**config.mk**
```make
export PLATFORM = sky130hd
export DESIGN_NAME = sh_conv_sequencer
export DESIGN_NICKNAME = d
export VERILOG_FILES = /design/src/rtl/sh_adc_pkg.sv /design/src/rtl/shc_interval_timer.sv /design/src/rtl/shc_eoc_qualifier.sv /design/src/rtl/shc_result_reg.sv /design/src/rtl/sh_conv_sequencer.sv
export SDC_FILE = /design/constraint.sdc
export NUM_CORES = 1
export LEC_CHECK = 0
export BUFFER_PORTS_ARGS = -buffer_cell sky130_fd_sc_hd__buf_2
export CORE_MARGIN = 10
export CORE_UTILIZATION = 39
export CTS_BUF_LIST = sky130_fd_sc_hd__clkbuf_4
export CTS_CLUSTER_DIAMETER = 60
export DETAILED_ROUTE_END_ITERATION = 8
export PLACE_DENSITY = 0.57
export SYNTH_ARGS = -nofsm -noshare
export SYNTH_HDL_FRONTEND = slang
export SYNTH_SLANG_ARGS = --single-unit
```
**constraint.sdc**
```tcl
create_clock -name clk -period 4.23 [get_ports clk]
set_input_delay 0.846 -clock clk [delete_from_list [all_inputs] [get_ports clk]]
set_output_delay 0.846 -clock clk [all_outputs]
set_load 0.01 [all_outputs]
```
**src/rtl/sh_adc_pkg.sv**
```systemverilog
package sh_adc_pkg;

    parameter int unsigned CODE_W = 12;

    typedef logic [CODE_W-1:0] code_t;

    typedef enum logic [2:0] {
        ST_IDLE   = 3'd0,
        ST_ACQ    = 3'd1,
        ST_SETTLE = 3'd2,
        ST_START  = 3'd3,
        ST_WAIT   = 3'd4
    } seq_state_t;

    // Round a time in nanoseconds up to whole clock cycles, at least one.
    function automatic int unsigned ns_to_cycles(input longint unsigned ns,
                                                 input longint unsigned hz);
        longint unsigned c;
        c = (ns * hz + 64'd999_999_999) / 64'd1_000_000_000;
        if (c == 0) c = 1;
        return 32'(c);
    endfunction

    function automatic int unsigned max_u(input int unsigned a, input int unsigned b);
        return (a > b) ? a : b;
    endfunction

endpackage

```
**src/rtl/shc_interval_timer.sv**
```systemverilog
module shc_interval_timer #(
    parameter int unsigned TW = 8
) (
    input  logic          clk,
    input  logic          rst,
    input  logic          load,
    input  logic [TW-1:0] load_val,
    output logic          expired
);
    logic [TW-1:0] cnt_q;

    always_ff @(posedge clk) begin
        if (rst) begin
            cnt_q <= '0;
        end else if (load) begin
            cnt_q <= load_val;
        end else if (cnt_q != '0) begin
            cnt_q <= cnt_q - 1'b1;
        end
    end

    assign expired = (cnt_q == '0);
endmodule

```
**src/rtl/shc_eoc_qualifier.sv**
```systemverilog
module shc_eoc_qualifier (
    input  logic clk,
    input  logic rst,
    input  logic clear,
    input  logic watch,
    input  logic in_wait,
    input  logic eoc_i,
    output logic done
);
    // Set once the status has been seen high in this cycle.
    logic armed_q;

    always_ff @(posedge clk) begin
        if (rst || clear) begin
            armed_q <= 1'b0;
        end else if (watch && eoc_i) begin
            armed_q <= 1'b1;
        end
    end

    assign done = in_wait && armed_q && !eoc_i;
endmodule

```
**src/rtl/shc_result_reg.sv**
```systemverilog
module shc_result_reg
    import sh_adc_pkg::*;
(
    input  logic  clk,
    input  logic  rst,
    input  logic  capture,
    input  logic  true_code,
    input  code_t raw,
    output code_t data_o,
    output logic  valid_o
);
    code_t recoded;

    for (genvar b = 0; b < CODE_W; b++) begin : g_bit
        assign recoded[b] = raw[b] ^ true_code;
    end

    always_ff @(posedge clk) begin
        if (rst) begin
            data_o  <= '0;
            valid_o <= 1'b0;
        end else begin
            valid_o <= capture;
            if (capture) data_o <= recoded;
        end
    end
endmodule

```
**src/rtl/sh_conv_sequencer.sv**
```systemverilog
module sh_conv_sequencer
    import sh_adc_pkg::*;
#(
    parameter longint unsigned CLK_HZ        = 100_000_000,
    parameter longint unsigned ACQ_NS        = 6_000,
    parameter longint unsigned ACQ_LONG_NS   = 25_000,
    parameter longint unsigned SETTLE_NS     = 1_000,
    parameter longint unsigned START_NS      = 100,
    parameter longint unsigned EOC_MAX_NS    = 9_000,
    parameter longint unsigned EOC_MARGIN_NS = 2_000
) (
    input  logic                clk,
    input  logic                rst,
    input  logic                trig_i,
    input  logic                long_acq_i,
    input  logic                true_code_i,
    input  logic                eoc_i,
    input  logic [CODE_W-1:0]   conv_data_i,
    output logic                sample_hold_o,
    output logic                start_conv_o,
    output logic                busy_o,
    output logic                sample_valid_o,
    output logic [CODE_W-1:0]   sample_data_o,
    output logic                timeout_o
);
    localparam int unsigned N_ACQ    = ns_to_cycles(ACQ_NS, CLK_HZ);
    localparam int unsigned N_ACQ_L  = ns_to_cycles(ACQ_LONG_NS, CLK_HZ);
    localparam int unsigned N_SETTLE = ns_to_cycles(SETTLE_NS, CLK_HZ);
    localparam int unsigned N_START  = ns_to_cycles(START_NS, CLK_HZ);
    localparam int unsigned N_TMO    = ns_to_cycles(EOC_MAX_NS + EOC_MARGIN_NS, CLK_HZ);
    localparam int unsigned N_MAX    = max_u(max_u(N_ACQ, N_ACQ_L),
                                             max_u(max_u(N_SETTLE, N_START), N_TMO));
    localparam int unsigned TW       = $clog2(N_MAX + 1);

    seq_state_t    state_q, state_d;
    logic          tmr_load, tmr_expired;
    logic [TW-1:0] tmr_val;
    logic          conv_done, capture, tmo_hit, timeout_q;

    shc_interval_timer #(.TW(TW)) u_timer (
        .clk      (clk),
        .rst      (rst),
        .load     (tmr_load),
        .load_val (tmr_val),
        .expired  (tmr_expired)
    );

    shc_eoc_qualifier u_qual (
        .clk     (clk),
        .rst     (rst),
        .clear   (state_q == ST_IDLE),
        .watch   ((state_q == ST_START) || (state_q == ST_WAIT)),
        .in_wait (state_q == ST_WAIT),
        .eoc_i   (eoc_i),
        .done    (conv_done)
    );

    shc_result_reg u_result (
        .clk       (clk),
        .rst       (rst),
        .capture   (capture),
        .true_code (true_code_i),
        .raw       (conv_data_i),
        .data_o    (sample_data_o),
        .valid_o   (sample_valid_o)
    );

    always_comb begin
        state_d  = state_q;
        tmr_load = 1'b0;
        tmr_val  = '0;
        capture  = 1'b0;
        tmo_hit  = 1'b0;
        unique case (state_q)
            ST_IDLE: begin
                if (trig_i) begin
                    state_d  = ST_ACQ;
                    tmr_load = 1'b1;
                    tmr_val  = long_acq_i ? TW'(N_ACQ_L - 1) : TW'(N_ACQ - 1);
                end
            end
            ST_ACQ: begin
                if (tmr_expired) begin
                    state_d  = ST_SETTLE;
                    tmr_load = 1'b1;
                    tmr_val  = TW'(N_SETTLE - 1);
                end
            end
            ST_SETTLE: begin
                if (tmr_expired) begin
                    state_d  = ST_START;
                    tmr_load = 1'b1;
                    tmr_val  = TW'(N_START - 1);
                end
            end
            ST_START: begin
                if (tmr_expired) begin
                    state_d  = ST_WAIT;
                    tmr_load = 1'b1;
                    tmr_val  = TW'(N_TMO - 1);
                end
            end
            ST_WAIT: begin
                // A completion on the final window cycle takes priority.
                if (conv_done) begin
                    state_d = ST_IDLE;
                    capture = 1'b1;
                end else if (tmr_expired) begin
                    state_d = ST_IDLE;
                    tmo_hit = 1'b1;
                end
            end
            default: state_d = ST_IDLE;
        endcase
    end

    always_ff @(posedge clk) begin
        if (rst) begin
            state_q   <= ST_IDLE;
            timeout_q <= 1'b0;
        end else begin
            state_q   <= state_d;
            timeout_q <= tmo_hit;
        end
    end

    assign sample_hold_o = (state_q == ST_SETTLE) || (state_q == ST_START) ||
                           (state_q == ST_WAIT);
    assign start_conv_o  = (state_q == ST_START);
    assign busy_o        = (state_q != ST_IDLE);
    assign timeout_o     = timeout_q;
endmodule

```
==> Word level (Yosys, flattened, before mapping) <==
Index checks and enable logic that the tools add are counted.
{ "word_totals": {"wordCells": 65, "input_bits": 18, "output_inout_bits": 17, "reg_bits": 30} }
{ "op_classes": {"reduce_logical": 16, "n_eq_ne": 9, "add_sub_neg": 1, "bitwise_logic": 13, "mux": 20} }
{ "ops": {"columns": ["operator", "count"], "rows": [
  ["$mux 12", 4],
  ["$pmux 12 s4", 1],
  ["$mux 3", 6],
  ["$pmux 3 s5", 1],
  ["$logic_not 12->1", 1],
  ["$reduce_bool 12->1", 1],
  ["$sub 12x1->12 const B", 1],
  ["$xor 1x1->1", 12],
  ["$mux 11", 1],
  ["$mux 7", 1],
  ["$eq 3x2->1 const B", 2],
  ["$ne 2x2->1 const B", 3],
  ["$reduce_or 3->1", 2],
  ["$reduce_and 5->1", 1],
  ["$logic_or 1x1->1", 4],
  ["$mux 1", 4],
  ["$mux 4", 1],
  ["$eq 3x1->1 const B", 1],
  ["$eq 3x3->1 const B", 1],
  ["$logic_and 1x1->1", 3],
  ["$logic_not 3->1", 1],
  ["$ne 3x3->1 const B", 1],
  ["$reduce_bool 3->1", 1],
  ["$ne 2x1->1 const B", 1],
  ["4 further kinds", 4]
]} }

==> Logic depth before layout (Yosys ltp) <==
{ "logic_depth": {"depth_word": 5, "ltp_mapped": 7, "ltp_nobuf": 6} }

==> Hierarchy <==
Synthesis repeated with hierarchy kept, for this count alone.
{ "hier_totals": {"hier_cells": 193, "area_unflattened_um2": 1617.8} }
{ "by_module_without_submodules": {"columns": ["module", "n_inst", "cells_per_inst", "area_per_inst_um2", "seq_area_each_um2"], "rows": [
  ["shc_interval_timer", 1, 93, 729.4, 240.2],
  ["shc_result_reg", 1, 55, 535.5, 260.2],
  ["sh_conv_sequencer", 1, 40, 310.3, 80.1],
  ["shc_eoc_qualifier", 1, 5, 42.5, 20.0]
]} }

==> Worst setup path before layout <==
OpenSTA, ideal clock, no wires.
{ "synth_timing": {"path_type": "input-to-reg", "startpoint": "in trig_i", "endpoint": "reg u_timer.cnt_q[9]", "setup_time_ns": 0.130, "setup_slack_ns": 2.267, "stages": 4, "t_required_ns": 4.100, "n_path_buf": 1, "arrival_time_ns": 1.833, "cell_sequence": "or4b_2 clkbuf_8 a21oi_1 a211oi_2"} }
{ "synth_between": {"elab_chain_cells": 3, "word_cells_on_any_way": 6, "cone_classes": "mux: 5; reduce/logical: 1"} }
{ "synth_lines": {"columns": ["element", "line_no", "source"], "rows": [
  ["start: declaration", "sh_conv_sequencer.sv:14", "input logic trig_i,"],
  ["$mux 12 / $mux 1 (equally long branches)", "sh_conv_sequencer.sv:76", "if (trig_i) begin"],
  ["$pmux 12 s4 / $pmux 1 s2 (equally long branches)", "sh_conv_sequencer.sv:74", "unique case (state_q)"],
  ["$mux 12 / $reduce_bool 2->1 (equally long branches)", null, null],
  ["end signal: assignment", "shc_interval_timer.sv:16", "cnt_q <= load_val;"],
  ["end signal: assignment", "shc_interval_timer.sv:18", "cnt_q <= cnt_q - 1'b1;"],
  ["end: declaration", "shc_interval_timer.sv:10", "logic [TW-1:0] cnt_q;"]
]} }
Parallel ways exist; a longest one is shown, timed or not.
A chain may end at the register's enable or synchronous reset.

==> Final worst setup path <==
{ "layout_timing": {"startpoint": "reg state_q[2]", "endpoint": "out sample_hold_o"} }
{ "layout_between": {"elab_chain_cells": 3, "word_cells_on_any_way": 5, "cone_classes": "eq/ne: 3; reduce/logical: 2"} }
{ "layout_lines": {"columns": ["element", "line_no", "source"], "rows": [
  ["start: declaration", "sh_conv_sequencer.sv:35", "seq_state_t state_q, state_d;"],
  ["start signal: assignment", "sh_conv_sequencer.sv:122", "state_q <= state_d;"],
  ["$eq 3x2->1", "sh_conv_sequencer.sv:127", "assign sample_hold_o = (state_q == ST_SETTLE) || (state_q == ST_START) ||"],
  ["$logic_or 1x1->1", "sh_conv_sequencer.sv:127", null],
  ["$logic_or 1x1->1 (*)", "sh_conv_sequencer.sv:127", null],
  ["end: declaration", "sh_conv_sequencer.sv:19", "output logic sample_hold_o,"]
]} }
Every way passes the cells marked *; elsewhere a longest branch is shown, timed or not.

==> results.txt <==
status -> completed
commonest cells after routing, fill and taps aside -> buf_2, dfxtp_1, nor2_1, a211oi_1, xnor2_1
initial antenna violation count -> 0
Via density -> 5.399
Setup crit end kind -> primary output
grt ovf -> 0
drt first pass iters -> 4
fin nets -> 227
crit path max fanout -> 13
area delta synth->final -> 11.34%
PortBufs -> 34
GP Congestion -> 0.8180
Crit-path slowest cell -> dfxtp_1
Detail Route Antenna Nets -> 0
FMAX -> 418.9 MHz
Clk pin slew, worst setup/hold paths -> 0.09 ns
CP Data Required Time -> 3.38 ns
placed insts -> 251
synthesis-stage register bit count -> 30
post-route clock period utilization -> 56.44%
Final Hold Viols -> 0
DRT Wirelength -> 3790 um
fraction of layout cells with a size suffix above 1 -> 26.44%
die outline area -> 0.007284 mm^2
initial core utilization -> 41.04%
# hold bufs at CTS -> 0
Pleak -> 0.7248 nW
yosys warns -> 0
final setup skew -> 0.007326 ns
power density over cell area -> 466.1 mW/mm^2
Synth Instances -> 180
WP data arrival -> 1.54 ns
final instance area -> 0.001854 mm^2
pin count of the biggest net entering global routing -> 28
Mapped Nets -> 199
Final Setup Violations -> 0
share of synthesized registers carrying an async set or reset -> 0%
post-synth top area cell -> dfxtp_1
CORE AREA -> 0.004058 mm^2
Die W -> 85.35 um
share of the synthesized area in the top cell type -> 36.06%
Root Driver -> clkbuf_4
Final min period -> 2.387 ns
Critical path buffers and inverters -> 1
fin. max-slew vios -> 0
Area contributors post-synth -> dfxtp_1, xnor2_1, a211oi_1
Iter 0 DRT Violations -> 48
first-pass GRT wire length -> 6589 um
GRT Total Usage -> 10.83%
commonest register cell after synthesis -> dfxtp_1
I/O pin total -> 35
Die H -> 85.35 um
CTS tree -> done
Avg WL per Cell -> 14.69 um
Post-DP Area -> 0.001807 mm^2
RSZ-0062 raised after global routing -> no
final non-filler cell total -> 258
DP HPWL -> 2775 um
Post-Syn Area per Cell -> 9.252 um^2
setup TNS -> 0 ns
antenna diode count -> 0
CTS resizes -> 0
critical path type -> reg2out
Critical Path Max Stage Delay -> 0.54 ns
maximum buffer depth of the clock tree -> 2
post-synthesis cell area -> 0.001665 mm^2
standard-cell row count -> 23
MaxCap Viol Count -> 0
Slew Limit Headroom -> 48.41%
vias in the first global route -> 1404
cts bufs inserted -> 5
Startpoint Class -> flop
CP delay by family, top -> flip-flops
clock latency on the worst-skew pair -> 0.33 ns
fillcell total -> 384
peak supply drop -> 184.5 uV
Post CTS Setup Buffer Count -> 0
worst-path cell chain -> or3b_1 -> nand2_1 -> buf_2
DR vias -> 1393
worst slew pin tran -> 0.7631 ns
CTS Sinks -> 30
register area share after synthesis -> 36.06%
H-tree depth -> 2
Post-route DRC -> 0
Synth cell types -> 49
Hold Path Class -> reg2reg
Post-synth EDFFs -> 0
most common cell after layout, fill and taps aside -> buf_2
routing by layer:
layer  wire, um  track usage (%)  vias up
li1           -                -      710
met5          0                0        -
met3        209            4.207        5
met2       1838            18.12       32
met4         52            3.144        0
met1       1690            12.41      646
flip-flops by register name, indices dropped and copies added (netlist names):
| register | count |
|---|---|
| u_result.data_o | 12 |
| u_timer.cnt_q | 12 |
| state_q | 3 |
| timeout_o | 1 |
| u_qual.armed_q | 1 |
| u_result.valid_o | 1 |
layout make-up:
class / count / area, um^2 / area share (%)
tap: 50 / 62.56 / 3.374
inverter: 4 / 15.01 / 0.8097
timing repair buffer: 35 / 177.7 / 9.582
clock inverter: 2 / 10.01 / 0.5398
clock buffer: 5 / 37.54 / 2.024
multi-input combinational: 132 / 950.9 / 51.28
sequential: 30 / 600.6 / 32.39
power breakdown:
group,internal [mW],switching [mW]
Sequential,0.316,0.0663
Combinational,0.153,0.167
Clock,0.0596,0.102
cell usage after synthesis (all sizes together) (5+ instances only):
master and instances:
a211oi 16, dfxtp 30, xnor2 14, buf 7, a21oi 7, nand2 5, nor3 7, clkbuf 7
nor2 24
metrics by stage:
| stage | power (mW) | util, % | worst slack, ns | hold WS (ns) |
|---|---|---|---|---|
| floorplan | 0.6684 | - | 2.267 | 0.4704 |
| global placement | 0.7023 | 44.53 | 1.992 | 0.4860 |
| detailed placement | 0.7073 | 44.53 | 1.953 | 0.4893 |
| CTS | 0.8733 | 45.70 | 1.829 | 0.5043 |
| global route | 0.9252 | 45.70 | 1.751 | 0.5237 |
| finish | 0.8642 | 45.70 | 1.843 | 0.4998 |
path summary, 6_finish.rpt:
path | startpoint | slack (ns) | endpoint | depth (start not counted)
setup / recovery | state_q[2] | 1.84 | sample_hold_o | 3
hold / removal | u_result.data_o[0] | 0.50 | u_result.data_o[0] | 2
setup reg to reg | u_timer.cnt_q[1] | 2.34 | u_timer.cnt_q[5] | 6
hold reg to reg | u_result.data_o[0] | 0.50 | u_result.data_o[0] | 2
worst reg2reg max path, cell delays in order, from the launching register on:
cell and delay, ns:
dfxtp_1 0.34, inv_1 0.09, ha_1 0.20, nor4b_4 0.37, nand3_4 0.23, or4_1 0.46
a21oi_1 0.15
kinds of logic (layout without fill, tap and decap cells):
family / Yosys count / in the layout / synth area share (%)
AOI/OAI and AO/OA: 44 / 44 / 19.61
buffers and inverters: 18 / 46 / 6.836
muxes: 4 / 4 / 2.479
adders and majority gates: 1 / 1 / 0.7512
and+or+nand+nor: 66 / 66 / 25.32
xor gates and xnor gates: 17 / 17 / 8.941
DFF: 30 / 30 / 36.06
Note: power is estimated with default switching activity, not from simulation.
